--- src/rtl/rbm_pkg.sv ---
package rbm_pkg;
  localparam int ADDR_W = 32;
  localparam int LEN_W  = 8;
  localparam logic [1:0] BURST_INCR = 2'b01;

  typedef struct packed {
    logic [ADDR_W-1:0] addr;
    logic [LEN_W-1:0]  len;
  } rd_cmd_t;

  // encoded beat size for a given number of bytes per beat
  function automatic logic [2:0] size_code(input int unsigned bytes_per_beat);
    return 3'($clog2(bytes_per_beat));
  endfunction

  // true when the RLAST flag disagrees with the position inside the burst
  function automatic logic last_mismatch(input logic [LEN_W-1:0] beat_idx,
                                         input logic [LEN_W-1:0] burst_len,
                                         input logic last);
    return last != (beat_idx == burst_len);
  endfunction
endpackage

--- src/rtl/rbm_fifo.sv ---
module rbm_fifo #(
  parameter int W     = 8,
  parameter int DEPTH = 4,
  localparam int PW = (DEPTH > 1) ? $clog2(DEPTH) : 1,
  localparam int CW = $clog2(DEPTH + 1)
) (
  input  logic          clk,
  input  logic          rst_n,
  input  logic          push,
  input  logic          pop,
  input  logic [W-1:0]  din,
  output logic [W-1:0]  head,
  output logic          full,
  output logic          empty,
  output logic [CW-1:0] count
);
  logic [W-1:0]  mem [DEPTH];
  logic [PW-1:0] wp, rp;
  logic [CW-1:0] cnt;
  logic          do_wr, do_rd;

  function automatic logic [PW-1:0] bump(input logic [PW-1:0] p);
    return (p == PW'(DEPTH - 1)) ? '0 : p + 1'b1;
  endfunction

  assign full  = (cnt == CW'(DEPTH));
  assign empty = (cnt == '0);
  assign do_wr = push && !full;
  assign do_rd = pop && !empty;
  assign head  = mem[rp];
  assign count = cnt;

  always_ff @(posedge clk) begin
    if (do_wr) mem[wp] <= din;
  end

  always_ff @(posedge clk) begin
    if (!rst_n) begin
      wp  <= '0;
      rp  <= '0;
      cnt <= '0;
    end else begin
      if (do_wr) wp <= bump(wp);
      if (do_rd) rp <= bump(rp);
      case ({do_wr, do_rd})
        2'b10:   cnt <= cnt + 1'b1;
        2'b01:   cnt <= cnt - 1'b1;
        default: cnt <= cnt;
      endcase
    end
  end
endmodule

--- src/rtl/rbm_beat_tracker.sv ---
module rbm_beat_tracker
  import rbm_pkg::*;
(
  input  logic             clk,
  input  logic             rst_n,
  input  logic             beat_fire,
  input  logic             beat_last,
  input  logic             trk_valid,
  input  logic [LEN_W-1:0] trk_len,
  output logic             burst_done,
  output logic             err_hit,
  output logic             err_sticky
);
  logic [LEN_W-1:0] beat_cnt;

  assign burst_done = beat_fire && beat_last;
  assign err_hit    = beat_fire &&
                      (!trk_valid || last_mismatch(beat_cnt, trk_len, beat_last));

  always_ff @(posedge clk) begin
    if (!rst_n) begin
      beat_cnt   <= '0;
      err_sticky <= 1'b0;
    end else begin
      if (burst_done)     beat_cnt <= '0;
      else if (beat_fire) beat_cnt <= beat_cnt + 1'b1;
      if (err_hit) err_sticky <= 1'b1;
    end
  end
endmodule

--- src/rtl/rd_burst_master.sv ---
module rd_burst_master
  import rbm_pkg::*;
#(
  parameter int DATA_W    = 64,
  parameter int CMD_DEPTH = 4,
  parameter int MAX_OUTST = 16,
  parameter int RDQ_DEPTH = 16,
  parameter int AE_LEVEL  = 2
) (
  input  logic              clk,
  input  logic              rst_n,
  input  logic              cmd_push,
  input  logic [ADDR_W-1:0] cmd_addr,
  input  logic [LEN_W-1:0]  cmd_len,
  output logic              cmd_full,
  output logic              ar_valid,
  input  logic              ar_ready,
  output logic [0:0]        ar_id,
  output logic [ADDR_W-1:0] ar_addr,
  output logic [LEN_W-1:0]  ar_len,
  output logic [2:0]        ar_size,
  output logic [1:0]        ar_burst,
  output logic [1:0]        ar_lock,
  input  logic              r_valid,
  output logic              r_ready,
  input  logic [DATA_W-1:0] r_data,
  input  logic              r_last,
  input  logic              rd_pop,
  output logic [DATA_W-1:0] rd_data,
  output logic              rd_not_empty,
  output logic              rd_not_almost_empty,
  output logic              proto_err
);
  localparam int BEAT_BYTES = DATA_W / 8;
  localparam int CQ_CW = $clog2(CMD_DEPTH + 1);
  localparam int OT_CW = $clog2(MAX_OUTST + 1);
  localparam int RQ_CW = $clog2(RDQ_DEPTH + 1);

  // named internal events
  logic             ar_fire, r_fire, burst_done, err_hit;
  logic             cmd_empty, trk_full, trk_empty, rdq_full, rdq_empty;
  logic [CQ_CW-1:0] cmd_cnt;
  logic [OT_CW-1:0] outst_cnt;
  logic [RQ_CW-1:0] rdq_cnt;
  logic [LEN_W-1:0] trk_len;
  rd_cmd_t          cmd_in, cmd_head;

  assign cmd_in = '{addr: cmd_addr, len: cmd_len};

  rbm_fifo #(.W($bits(rd_cmd_t)), .DEPTH(CMD_DEPTH)) u_cmdq (
    .clk(clk), .rst_n(rst_n), .push(cmd_push), .pop(ar_fire),
    .din(cmd_in), .head(cmd_head), .full(cmd_full), .empty(cmd_empty),
    .count(cmd_cnt)
  );

  rbm_fifo #(.W(LEN_W), .DEPTH(MAX_OUTST)) u_trkq (
    .clk(clk), .rst_n(rst_n), .push(ar_fire), .pop(burst_done),
    .din(cmd_head.len), .head(trk_len), .full(trk_full), .empty(trk_empty),
    .count(outst_cnt)
  );

  rbm_fifo #(.W(DATA_W), .DEPTH(RDQ_DEPTH)) u_rdq (
    .clk(clk), .rst_n(rst_n), .push(r_fire), .pop(rd_pop),
    .din(r_data), .head(rd_data), .full(rdq_full), .empty(rdq_empty),
    .count(rdq_cnt)
  );

  rbm_beat_tracker u_trk (
    .clk(clk), .rst_n(rst_n), .beat_fire(r_fire), .beat_last(r_last),
    .trk_valid(!trk_empty), .trk_len(trk_len), .burst_done(burst_done),
    .err_hit(err_hit), .err_sticky(proto_err)
  );

  // address channel
  assign ar_valid = !cmd_empty && !trk_full;
  assign ar_fire  = ar_valid && ar_ready;
  assign ar_addr  = cmd_head.addr;
  assign ar_len   = cmd_head.len;
  assign ar_id    = 1'b0;
  assign ar_lock  = 2'b00;
  assign ar_burst = BURST_INCR;
  assign ar_size  = size_code(BEAT_BYTES);

  // data channel
  assign r_ready = !rdq_full;
  assign r_fire  = r_valid && r_ready;

  assign rd_not_empty = !rdq_empty;
  generate
    if (AE_LEVEL <= 1) begin : g_ae_simple
      assign rd_not_almost_empty = !rdq_empty;
    end else begin : g_ae_level
      assign rd_not_almost_empty = (rdq_cnt >= RQ_CW'(AE_LEVEL));
    end
  endgenerate
endmodule

--- config.mk ---
export PLATFORM = sky130hd
export DESIGN_NAME = rd_burst_master
export DESIGN_NICKNAME = d
export VERILOG_FILES = /design/src/rtl/rbm_pkg.sv /design/src/rtl/rbm_fifo.sv /design/src/rtl/rbm_beat_tracker.sv /design/src/rtl/rd_burst_master.sv
export SDC_FILE = /design/constraint.sdc
export NUM_CORES = 1
export LEC_CHECK = 0
export ABC_AREA = 1
export BUFFER_PORTS_ARGS = -buffer_cell sky130_fd_sc_hd__buf_4
export CORE_UTILIZATION = 60
export CTS_CLUSTER_SIZE = 20
export DETAILED_ROUTE_END_ITERATION = 10
export PLACE_DENSITY = 0.83
export SETUP_SLACK_MARGIN = 0.3
export SYNTH_ARGS = -nofsm -noshare
export SYNTH_HDL_FRONTEND = slang
export SYNTH_SLANG_ARGS = --single-unit
--- constraint.sdc ---
create_clock -name clk -period 15.9 [get_ports clk]
set_input_delay 3.18 -clock clk [delete_from_list [all_inputs] [get_ports clk]]
set_output_delay 3.18 -clock clk [all_outputs]
set_load 0.02 [all_outputs]
==> impl_metrics.toml <==
[outcome]
outcome = "completed"

[logic_synthesis]
synth_cell_types = 37
synthTopCellsByArea = "edfxtp_1 72%, mux2i_1 4.7%, o21ai_0 3.9%"
synth_async_sr_flop_share = 0
syn_avg_cell_area_sq_um = 13.8
syn_area_sq_mm = 0.0544
yosysSeqAreaShare = 0.743
synth-edff-count = 1312
ys_ff_latch = 1364
synth.largest_area_cell = "edfxtp_1"
synthFlopType = "edfxtp_1"
yosys_warnings = 0
synth.top_cell.area_share = 0.724
synth_cells = 3944

[global_route]
global_route.overflow_total = 0
grt_pass1_wl_microns = 185000
grt_pass1_vias = 32100
grt_start_max_net_pins = 225
grt_usage = 0.270
antenna_found_initial = 14

[clock_network]
cts.clk_slew.worst_paths_ps = 60
clockBufferDepth = 3
clock-sinks = 1364
post_cts_resized = 0
cts_root_buffer = "clkbuf_16"
cts_hold_buf = 0
clkLatencyLatePin_ps = 740
cts_tree = "yes"
cts_buffers = 137
post_cts_buffers = 0
h-tree-depth = 4

[hold_path]
whs_path_depth = 1
worstHoldPathType = "reg -> reg"
min_to = "u_rdq.count[0]"
hp-start = "u_rdq.count[0]"

[setup_path]
r2r_slack_ps = 11810
critPathMaxStageDelay_ps = 1030
slowest_stage = "buf_4"
crit_required_ps = 12720
crit_fanout = 206
ff2ff_path_depth = 7
r2r-end = "u_rdq.mem[0][19]"
cp.arrival_ps = 5610
worstSetupPathType = "reg -> out"
timing.rr.start = "u_rdq.count[1]"
cp-end-kind = "output pin"
path_cells = "buf_12 -> buf_4 -> buf_4 -> a21oi_1 -> o21ai_0 -> o21ai_0 -> o211ai_1 -> nand2_1 -> buf_4"
start_kind = "flop"
crit_top_cell = "buf_4"

[placed_design]
dp.cells = 5154
post-place-ws_ps = 8000
gp_congestion = 0.812
portBuffers = 220
dp_hpwl_microns = 63300

[route]
wl_microns = 126000
antenna_left = 0
drt_iter0_drc = 4008
wire_per_inst_microns = 23.3
first_pass_iters = 5
drc = 0
via_per_inst = 6.14
vias = 33200

[timing]
fin_skew_ps = 42.6
setup-violations-final = 0
whs_ps = 450
fin_ws_ps = 7110
worst_slew_pin_slew_ps = 1280
rsz0062_at_grt = "no"
fmax_mhz = 114
hold_viol_final = 0
slew_violations = 0
timing.final.crit_share = 0.553
setup_tns_ps = 0
fin_crit_ps = 8790
relSlewSlack = 0.147

[floorplanning]
rows = 110
core_region_area_sq_mm = 0.0899
die_area_sq_mm = 0.0919
io_pins = 229
initial_utilization = 0.605
die_width_microns = 303
die_y_microns = 303

[final_layout]
final_common_cell = "edfxtp_1"
regArea_sq_mm = 0.0405
layout.nets = 4255
nFillCells = 5692
drive_gt1_frac = 0.117
area_growth_pct = 12.9
final_cells = 5405
mostFrequentLayoutCells = "1312 x edfxtp_1, 429 x o21ai_0, 358 x inv_1"
multi_input_area_sq_mm = 0.0117

[flow_run]
drv_cap = 0

[power_and_ir_drop]
ir_worst_vdd_uv = 124
leakagePower_nw = 21.2
powerDensity_mw_per_mm2 = 157
total_power_mw = 9.64
[stage by stage]
step                utilization  cell area [sq um]
CTS                       0.683              61400
detailed placement        0.635              57100
global placement          0.635              57100
finish                    0.684              61500
global route              0.684              61400
floorplan                     -              54400
[worst max-delay path: cells and delay by family, from the launching register on]
family                 cells  cell delay [ps]
buffers and inverters      4             2800
DFF                        1              960
AOI/OAI and AO/OA          4              730
and+or+nand+nor            1               90
[power breakdown]
group | leakage, nW | internal, mW | switching [mW]
combinational | 6.84 | 0.784 | 1.52
sequential | 12.3 | 4.13 | 0.0943
clock | 2.10 | 1.78 | 1.33
[registers in the layout, summed over array words and instances (netlist names), named ones only]
| signal | cells |
|---|---|
| u_cmdq.rp | 2 |
| u_trk.beat_cnt | 8 |
| u_rdq.rp | 4 |
| u_cmdq.wp | 2 |
| u_trkq.rp | 4 |
| u_trkq.count | 5 |
| u_trkq.wp | 4 |
| u_cmdq.count | 3 |
| u_rdq.wp | 4 |
| u_rdq.count | 5 |
| u_trkq.mem | 128 |
| u_trk.err_sticky | 1 |
| u_cmdq.mem | 160 |
| u_rdq.mem | 1024 |
[cell type report]
type,instances,share of cell area
Antenna cell,10,0.000407
Clock buffer,175,0.0598
Clock inverter,66,0.0104
Inverter,368,0.0227
Multi-Input combinational cell,1973,0.191
Sequential cell,1364,0.658
Tap cell,1176,0.0239
Timing Repair Buffer,273,0.0338
[logic make-up (layout without fill, tap and decap cells)]
group,Yosys count,in the layout,synth area share
AO/OA/AOI/OAI,1026,1026,0.108
XOR/XNOR,11,11,0.00177
adder cells (fa/ha/maj),27,27,0.00648
buffers and inverters,613,882,0.0447
flip-flops,1364,1364,0.743
multiplexers,256,256,0.0471
other,2,18,0.000138
AND/OR/NAND/NOR,645,645,0.0490
[synthesized netlist by cell type (2+ instances only)]
master / count
inv_1: 359
xor2_1: 8
dfxtp_1: 52
nor2_1: 164
nand3_1: 164
edfxtp_1: 1312
clkbuf_1: 169
clkinv_1: 4
xnor2_1: 3
nand4_1: 3
ha_1: 25
nor3b_1: 2
a21oi_1: 284
nor3_1: 9
mux2i_1: 256
o21ai_1: 6
fa_1: 2
inv_2: 4
buf_4: 10
buf_6: 4
buf_1: 13
nand2_1: 299
or2_2: 2
o22ai_1: 40
conb_1: 2
o21ai_0: 429
buf_2: 49
a211oi_1: 3
o211ai_1: 259
[routing by layer]
metal,vias to the layer above,wire (microns),track usage
met5,-,61,0
met2,1690,62000,0.437
met4,8,5230,0.140
li1,14900,-,-
met3,323,10400,0.0438
met1,16300,48300,0.355
[worst max path at each step]
stage	start	endpoint	slack [ps]	depth (start not counted)
after global placement	flop	rd_data[8]	8150	9
after CTS	flop	rd_data[63]	7180	9
after floorplan	r_valid	u_rdq.mem[7][0]	7380	5
after detailed placement	flop	rd_data[63]	8000	9
final	flop	rd_data[63]	7110	9
after global routing	flop	rd_data[56]	6870	9
Note: power is estimated with default switching activity, not from simulation.
